### src/rtl/usbrx_pkg.sv
package usbrx_pkg;

  localparam int BYTE_W  = 8;
  localparam int NBIT_W  = $clog2(BYTE_W);
  localparam int STAT_W  = 32;

  typedef enum logic [1:0] {
    SYM_SE0 = 2'd0,
    SYM_K   = 2'd1,
    SYM_J   = 2'd2,
    SYM_SE1 = 2'd3
  } line_sym_t;

  typedef struct packed {
    logic              sop;
    logic              eop;
    logic              byte_valid;
    logic              err;
    logic [BYTE_W-1:0] data;
  } rx_evt_t;

  function automatic line_sym_t classify(input logic dp, input logic dm, input logic fs);
    if (dp == dm) return dp ? SYM_SE1 : SYM_SE0;
    return (dp == fs) ? SYM_J : SYM_K;
  endfunction

endpackage

### src/rtl/usbrx_baud_nco.sv
module usbrx_baud_nco #(
  parameter int W = 16
) (
  input  logic         clk,
  input  logic         rst_n,
  input  logic [W-1:0] inc,
  input  logic         realign,
  output logic         tick
);
  localparam logic [W-1:0] HALF = {1'b1, {(W-1){1'b0}}};

  logic [W-1:0] phase;
  logic [W:0]   sum;

  assign sum = {1'b0, phase} + {1'b0, inc};

  always_ff @(posedge clk or negedge rst_n) begin
    if (!rst_n) begin
      phase <= '0;
      tick  <= 1'b0;
    end else if (realign) begin
      phase <= HALF;
      tick  <= 1'b0;
    end else begin
      phase <= sum[W-1:0];
      tick  <= sum[W];
    end
  end

  // a line edge suppresses the next tick (sample moved to mid-bit)
  a_r10_realign_quiet: assert property (@(posedge clk) disable iff (!rst_n)
    realign |=> !tick);

  // no increment, no sample tick
  a_r10_zero_inc_idle: assert property (@(posedge clk) disable iff (!rst_n)
    (inc == '0) && (phase < HALF) |=> !tick);

endmodule

### src/rtl/usbrx_bit_engine.sv
module usbrx_bit_engine
  import usbrx_pkg::*;
#(
  parameter int STUFF_RUN   = 6,
  parameter int EOP_MAX_SE0 = 3
) (
  input  logic      clk,
  input  logic      rst_n,
  input  logic      tick,
  input  line_sym_t sym,
  output rx_evt_t   evt
);
  localparam int HIST_SYMS = 9;
  localparam int HW        = 2 * HIST_SYMS;
  localparam int OW        = $clog2(STUFF_RUN + 1);
  localparam int SW        = $clog2(EOP_MAX_SE0 + 2);
  localparam logic [OW-1:0]     STUFF_LIM = OW'(STUFF_RUN);
  localparam logic [SW-1:0]     EOP_LIM   = SW'(EOP_MAX_SE0);
  localparam logic [NBIT_W-1:0] LAST_BIT  = NBIT_W'(BYTE_W - 1);
  localparam logic [HW-1:0]     SYNC_PAT  = {SYM_J, SYM_K, SYM_J, SYM_K, SYM_J,
                                             SYM_K, SYM_J, SYM_K, SYM_K};

  typedef enum logic [1:0] {ST_HUNT, ST_DATA, ST_EOP} eng_state_t;

  eng_state_t        state;
  logic [HW-1:0]     hist;
  logic [HW-1:0]     hist_next;
  line_sym_t         level;
  logic [OW-1:0]     ones;
  logic [NBIT_W-1:0] nbit;
  logic [BYTE_W-1:0] shreg;
  logic [BYTE_W-1:0] byte_next;
  logic [SW-1:0]     se0_len;
  logic              bit_now;

  always_comb begin
    hist_next = {hist[HW-3:0], sym};
    bit_now   = (sym == level);
    byte_next = {bit_now, shreg[BYTE_W-1:1]};
  end

  always_ff @(posedge clk or negedge rst_n) begin
    if (!rst_n) begin
      state   <= ST_HUNT;
      hist    <= '0;
      level   <= SYM_J;
      ones    <= '0;
      nbit    <= '0;
      shreg   <= '0;
      se0_len <= '0;
      evt     <= '0;
    end else begin
      evt <= '0;
      if (tick) begin
        hist <= hist_next;
        case (state)
          ST_HUNT: begin
            if (hist_next == SYNC_PAT) begin
              evt.sop <= 1'b1;
              state   <= ST_DATA;
              level   <= SYM_K;
              ones    <= OW'(1);
              nbit    <= '0;
            end
          end
          ST_DATA: begin
            case (sym)
              SYM_SE0: begin
                state   <= ST_EOP;
                se0_len <= SW'(1);
              end
              SYM_SE1: state <= ST_HUNT;
              default: begin
                level <= sym;
                if (ones == STUFF_LIM) begin
                  if (bit_now) begin
                    evt.err <= 1'b1;
                    state   <= ST_HUNT;
                  end
                  ones <= '0;
                end else begin
                  ones  <= bit_now ? ones + 1'b1 : '0;
                  shreg <= byte_next;
                  nbit  <= nbit + 1'b1;
                  if (nbit == LAST_BIT) begin
                    evt.byte_valid <= 1'b1;
                    evt.data       <= byte_next;
                  end
                end
              end
            endcase
          end
          ST_EOP: begin
            if (sym == SYM_SE0) begin
              if (se0_len != '1) se0_len <= se0_len + 1'b1;
            end else begin
              evt.eop <= 1'b1;
              evt.err <= (se0_len > EOP_LIM);
              state   <= ST_HUNT;
            end
          end
          default: state <= ST_HUNT;
        endcase
      end
    end
  end

  // framing events never coincide
  a_r3_one_event: assert property (@(posedge clk) disable iff (!rst_n)
    $onehot0({evt.sop, evt.eop, evt.byte_valid}));

  // an end-of-packet only follows the SE0 phase
  a_r4_eop_after_se0: assert property (@(posedge clk) disable iff (!rst_n)
    evt.eop |-> $past(state == ST_EOP));

  // the run of decoded ones never passes the stuffing limit
  a_r9_stuff_cap: assert property (@(posedge clk) disable iff (!rst_n)
    ones <= STUFF_LIM);

endmodule

### src/rtl/usbrx_status_reg.sv
module usbrx_status_reg
  import usbrx_pkg::*;
#(
  parameter int RUN_MIN = 7
) (
  input  logic              clk,
  input  logic              rst_n,
  input  logic              tick,
  input  line_sym_t         sym,
  input  rx_evt_t           evt,
  input  logic              ack,
  output logic [STAT_W-1:0] status,
  output logic              changed
);
  localparam int CW = $clog2(RUN_MIN + 1);
  localparam logic [CW-1:0] RUN_LIM = CW'(RUN_MIN);

  line_sym_t         last;
  logic [CW-1:0]     run;
  logic [CW-1:0]     run_next;
  logic [BYTE_W-1:0] byte_q;
  logic              tog, err, eop, sop, se1, se0, kf, jf;
  logic [STAT_W-1:0] prev;

  always_comb begin
    if (sym != last)         run_next = CW'(1);
    else if (run >= RUN_LIM) run_next = run;
    else                     run_next = run + 1'b1;
  end

  assign status = {{(STAT_W-16){1'b0}}, byte_q, tog, err, eop, sop, se1, se0, kf, jf};

  always_ff @(posedge clk or negedge rst_n) begin
    if (!rst_n) begin
      last <= SYM_SE0;
      run  <= '0;
      se1  <= 1'b0;
      se0  <= 1'b0;
      kf   <= 1'b0;
      jf   <= 1'b0;
    end else if (tick) begin
      last <= sym;
      run  <= run_next;
      se1  <= (sym == SYM_SE1);
      se0  <= (sym == SYM_SE0) && (run_next >= RUN_LIM);
      kf   <= (sym == SYM_K)   && (run_next >= RUN_LIM);
      jf   <= (sym == SYM_J)   && (run_next >= RUN_LIM);
    end
  end

  always_ff @(posedge clk or negedge rst_n) begin
    if (!rst_n) begin
      byte_q <= '0;
      tog    <= 1'b0;
      err    <= 1'b0;
      eop    <= 1'b0;
      sop    <= 1'b0;
    end else begin
      if (evt.sop) begin
        tog <= 1'b0;
        err <= 1'b0;
        eop <= 1'b0;
        sop <= 1'b1;
      end
      if (evt.byte_valid) begin
        byte_q <= evt.data;
        tog    <= ~tog;
      end
      if (evt.eop) begin
        eop <= 1'b1;
        sop <= 1'b0;
      end
      if (evt.err || (tick && sym == SYM_SE1)) err <= 1'b1;
    end
  end

  always_ff @(posedge clk or negedge rst_n) begin
    if (!rst_n) begin
      prev    <= '0;
      changed <= 1'b0;
    end else begin
      prev <= status;
      if (status != prev) changed <= 1'b1;
      else if (ack)       changed <= 1'b0;
    end
  end

  // at most one line-state flag is up
  a_r6_flags_exclusive: assert property (@(posedge clk) disable iff (!rst_n)
    $onehot0(status[3:0]));

  // packet-open and packet-closed are never both reported
  a_r4_sop_eop_excl: assert property (@(posedge clk) disable iff (!rst_n)
    !(status[5] && status[4]));

  // toggle moves only on a byte or a start-of-packet
  a_r2_toggle_cause: assert property (@(posedge clk) disable iff (!rst_n)
    (status[7] != $past(status[7])) |-> $past(evt.sop || evt.byte_valid));

  // a word change raises the flag on the next cycle
  a_r8_flag_follows: assert property (@(posedge clk) disable iff (!rst_n)
    (status != $past(status)) |=> changed);

  // unacknowledged flag is held
  a_r8_flag_holds: assert property (@(posedge clk) disable iff (!rst_n)
    (changed && !ack) |=> changed);

endmodule

### src/rtl/usbrx_line_monitor.sv
module usbrx_line_monitor
  import usbrx_pkg::*;
#(
  parameter int BAUD_W = 16
) (
  input  logic              clk,
  input  logic              rst_n,
  input  logic              full_speed,
  input  logic [BAUD_W-1:0] baud_inc,
  input  logic              line_dp,
  input  logic              line_dm,
  input  logic              status_ack,
  output logic [STAT_W-1:0] status_word,
  output logic              status_changed
);
  line_sym_t raw_sym;
  line_sym_t raw_q;
  logic      realign;
  logic      tick;
  rx_evt_t   evt;

  assign raw_sym = classify(line_dp, line_dm, full_speed);
  assign realign = (raw_sym != raw_q);

  always_ff @(posedge clk or negedge rst_n) begin
    if (!rst_n) raw_q <= SYM_SE0;
    else        raw_q <= raw_sym;
  end

  usbrx_baud_nco #(.W(BAUD_W)) u_nco (
    .clk     (clk),
    .rst_n   (rst_n),
    .inc     (baud_inc),
    .realign (realign),
    .tick    (tick)
  );

  usbrx_bit_engine u_engine (
    .clk   (clk),
    .rst_n (rst_n),
    .tick  (tick),
    .sym   (raw_sym),
    .evt   (evt)
  );

  usbrx_status_reg u_status (
    .clk     (clk),
    .rst_n   (rst_n),
    .tick    (tick),
    .sym     (raw_sym),
    .evt     (evt),
    .ack     (status_ack),
    .status  (status_word),
    .changed (status_changed)
  );

endmodule

### config.mk
export PLATFORM = sky130hd
export DESIGN_NAME = usbrx_line_monitor
export DESIGN_NICKNAME = d
export VERILOG_FILES = /design/src/rtl/usbrx_pkg.sv /design/src/rtl/usbrx_baud_nco.sv /design/src/rtl/usbrx_bit_engine.sv /design/src/rtl/usbrx_status_reg.sv /design/src/rtl/usbrx_line_monitor.sv
export SDC_FILE = /design/constraint.sdc
export NUM_CORES = 1
export LEC_CHECK = 0
export ABC_AREA = 1
export BUFFER_PORTS_ARGS = -buffer_cell sky130_fd_sc_hd__buf_2
export CORE_ASPECT_RATIO = 1.4
export CORE_MARGIN = 4
export CORE_UTILIZATION = 45
export DETAILED_ROUTE_END_ITERATION = 8
export PLACE_DENSITY = 0.74
export SYNTH_ARGS = -nofsm -noshare
export SYNTH_HDL_FRONTEND = slang
export SYNTH_SLANG_ARGS = --single-unit
### constraint.sdc
create_clock -name clk -period 3.4 [get_ports clk]
set_input_delay 0.68 -clock clk [delete_from_list [all_inputs] [get_ports clk]]
set_output_delay 0.68 -clock clk [all_outputs]
set_load 0.02 [all_outputs]
==> impl_metrics.tcl <==
set metrics [dict create \
    hold_class "in2async" \
    synth_area_sq_um 5356 \
    grt_overflow 0 \
    reg2reg_to "u_nco.tick" \
    status "complete, no violations" \
    cts_buffer_depth 2 \
    finalHoldViolations 0 \
    end_kind "flop" \
    cts_made_buffers 9 \
    seqCellArea_sq_um 2579 \
    grt_max_degree 81 \
    r2r_slack_ns 1.52 \
    cp.required_ns 3.63 \
    drive_gt1_frac 0.1317 \
    post-cts-setup-buffers 0 \
    min_period_over_period 0.5896 \
    die-area_sq_um 13740 \
    drc_errors 0 \
    area_growth_pct 9.881 \
    ios 55 \
    grt_pass1_wl_mm 17.03 \
    final_util 0.5113 \
    die_h_um 137.1 \
    synthTopCellsByArea "dfrtp_1, nand2_1, ha_1" \
    r2r-start "u_nco.phase[0]" \
    post_drt_wl_per_cell_um 12.17 \
    hold_buffers 0 \
    r2r_cells 12 \
    vias 4009 \
    ctsResizeCount 0 \
    layout.cells.non_filler 820 \
    worst_slack_ns 1.395 \
    routed_wl_mm 9.976 \
    cts.htree.levels 3 \
    synth_async_sr_flop_share 1.000 \
    rsz0062_at_grt "no" \
    dp_hpwl_mm 7.445 \
    yosys_most_used_dff "dfrtp_1" \
    vdd_drop_max_v 0.0002422 \
    maxCapViolations 0 \
    max_freq_mhz 498.8 \
    finalSetupViolCount 0 \
    criticalPathCategory "in2reg" \
    placed_cells 804 \
    whs_ns 0.2200 \
    ys_seq_area_frac 0.4814 \
    grt_usage 0.1523 \
    clock_skew_ns 0.009627 \
    finalSetupTns_ns 0 \
    grt_pass1_vias 3958 \
    avgSynthCellArea_sq_um 8.409 \
    synthCells 637 \
    fp.dieW_um 100.2 \
    first_pass_iters 6 \
    pre_cts_slack_ns 1.038 \
    nNetsFinal 726 \
    slew_viol_final 0 \
    cp-start-kind "primary input" \
    yosys_warnings 0 \
    rows 46 \
    clk-insertion-delay-late_ns 0.35 \
    powerDensity_nw_per_um2 550.6 \
    cts_root_buf "clkbuf_16" \
    diodes 0 \
    final_common_cell "nand2_1" \
    port-buffer-count 38 \
    leakage_nw 3.153 \
    gp_congestion 0.8690 \
    viasPerCell 4.889 \
    cts_tree "built" \
    synth-seq-cells 103 \
    clk_pin_slew_worst_paths_ns 0.07 \
    synth_top_area_share 0.4765 \
    period_needed_ns 2.005 \
    cts.sinks 103 \
    drtIter0Drc 170 \
    postRouteAntennaNets 0 \
    start_util 0.4653 \
    cp_max_fo 10 \
    multi_input_area_sq_um 2318 \
    coreArea_sq_um 11510 \
    crit_arrival_ns 2.24 \
    ys_types 42 \
    layout_common_cells "nand2_1, dfrtp_1, inv_1" \
    nFillCells 1028 \
    synth_edf_count 0 \
    antenna_found_initial 0 \
    synth_largest_area_cell "dfrtp_1" \
]
-- state kept, by name, summed over array words and instances (netlist names), 2 cells and up --
| register | count |
|---|---|
| u_engine.level | 2 |
| u_status.byte_q | 8 |
| u_engine.nbit | 3 |
| u_engine.evt | 12 |
| u_engine.state | 2 |
| u_engine.se0_len | 3 |
| u_status.prev | 16 |
| u_engine.hist | 15 |
| u_nco.phase | 16 |
| u_engine.shreg | 7 |
| u_status.run | 3 |
| raw_q | 2 |
| u_engine.ones | 3 |
-- critical path, cell delays in order --
cell	delay, ns
buf_2	0.12
inv_2	0.08
nand2_4	0.06
nand2_4	0.12
inv_1	0.08
ha_1	0.31
inv_1	0.12
nand2_1	0.06
o21ai_0	0.08
nor2_1	0.09
nand2_2	0.20
inv_1	0.09
nand2_1	0.08
o21ai_0	0.07
-- layout make-up --
type	count	area share
clock buffer	10	0.04060
clock inverter	6	0.009566
inverter	78	0.04974
multi-input combinational	439	0.3939
sequential	103	0.4381
tap	144	0.03061
timing repair buffer	40	0.03741
-- synth_stat cells (all sizes together), types with 2 or more instances --
master and number:
nor4 2, nor3 7, ha 32, nand3b 2, dfrtp 102, nor2 49, nand3 22, nand2 207
nand4 5, buf 30, xor2 11, o21bai 2, a21oi 28, xnor2 6, or2 2, clkbuf 2
o21ai 42, inv 77
-- cell families after synthesis --
family	after synthesis	synth area share
fa+ha+maj	33	0.07849
buf+inv	110	0.09624
flops	103	0.4814
simple gates	298	0.2364
compound gates	75	0.07615
xor+xnor	17	0.03060
other cells	1	0.0007001
-- where the power goes --
part	leakage [nW]	total [W]	switching [W]	internal (W)
logic	1.64	0.000720	0.000468	0.000251
registers	1.37	0.00151	0.000116	0.00139
clock network	0.144	0.00101	0.000480	0.000535
total	3.15	0.00324	0.00106	0.00218
-- how the worst max path moves through the flow --
stage           startpoint                to  cells past startpoint
2_1_floorplan  baud_inc[0]   u_nco.phase[14]                     11
4_1_cts         full_speed  u_engine.ones[0]                     14
6_report        full_speed  u_engine.ones[0]                     14
3_3_place_gp   baud_inc[0]        u_nco.tick                     13
5_1_grt         full_speed  u_engine.ones[0]                     14
3_5_place_dp    full_speed  u_engine.ones[0]                     14
-- through the flow --
| step | total power [W] | cell area [sq um] |
|---|---|---|
| 2_1_floorplan | 0.002070 | 5413 |
| 3_3_place_gp | 0.002207 | 5590 |
| 3_5_place_dp | 0.002247 | 5590 |
| 4_1_cts | 0.003267 | 5886 |
| 5_1_grt | 0.003441 | 5886 |
| 6_report | 0.003241 | 5886 |
-- layer usage --
layer,routed length [um],global-route usage,up-vias
li1,-,-,2028
met1,4108,0.1734,1889
met2,5291,0.2769,72
met3,349,0.02652,20
met4,227,0.06517,0
met5,0,0,-
(Power assumes the default switching activity.)
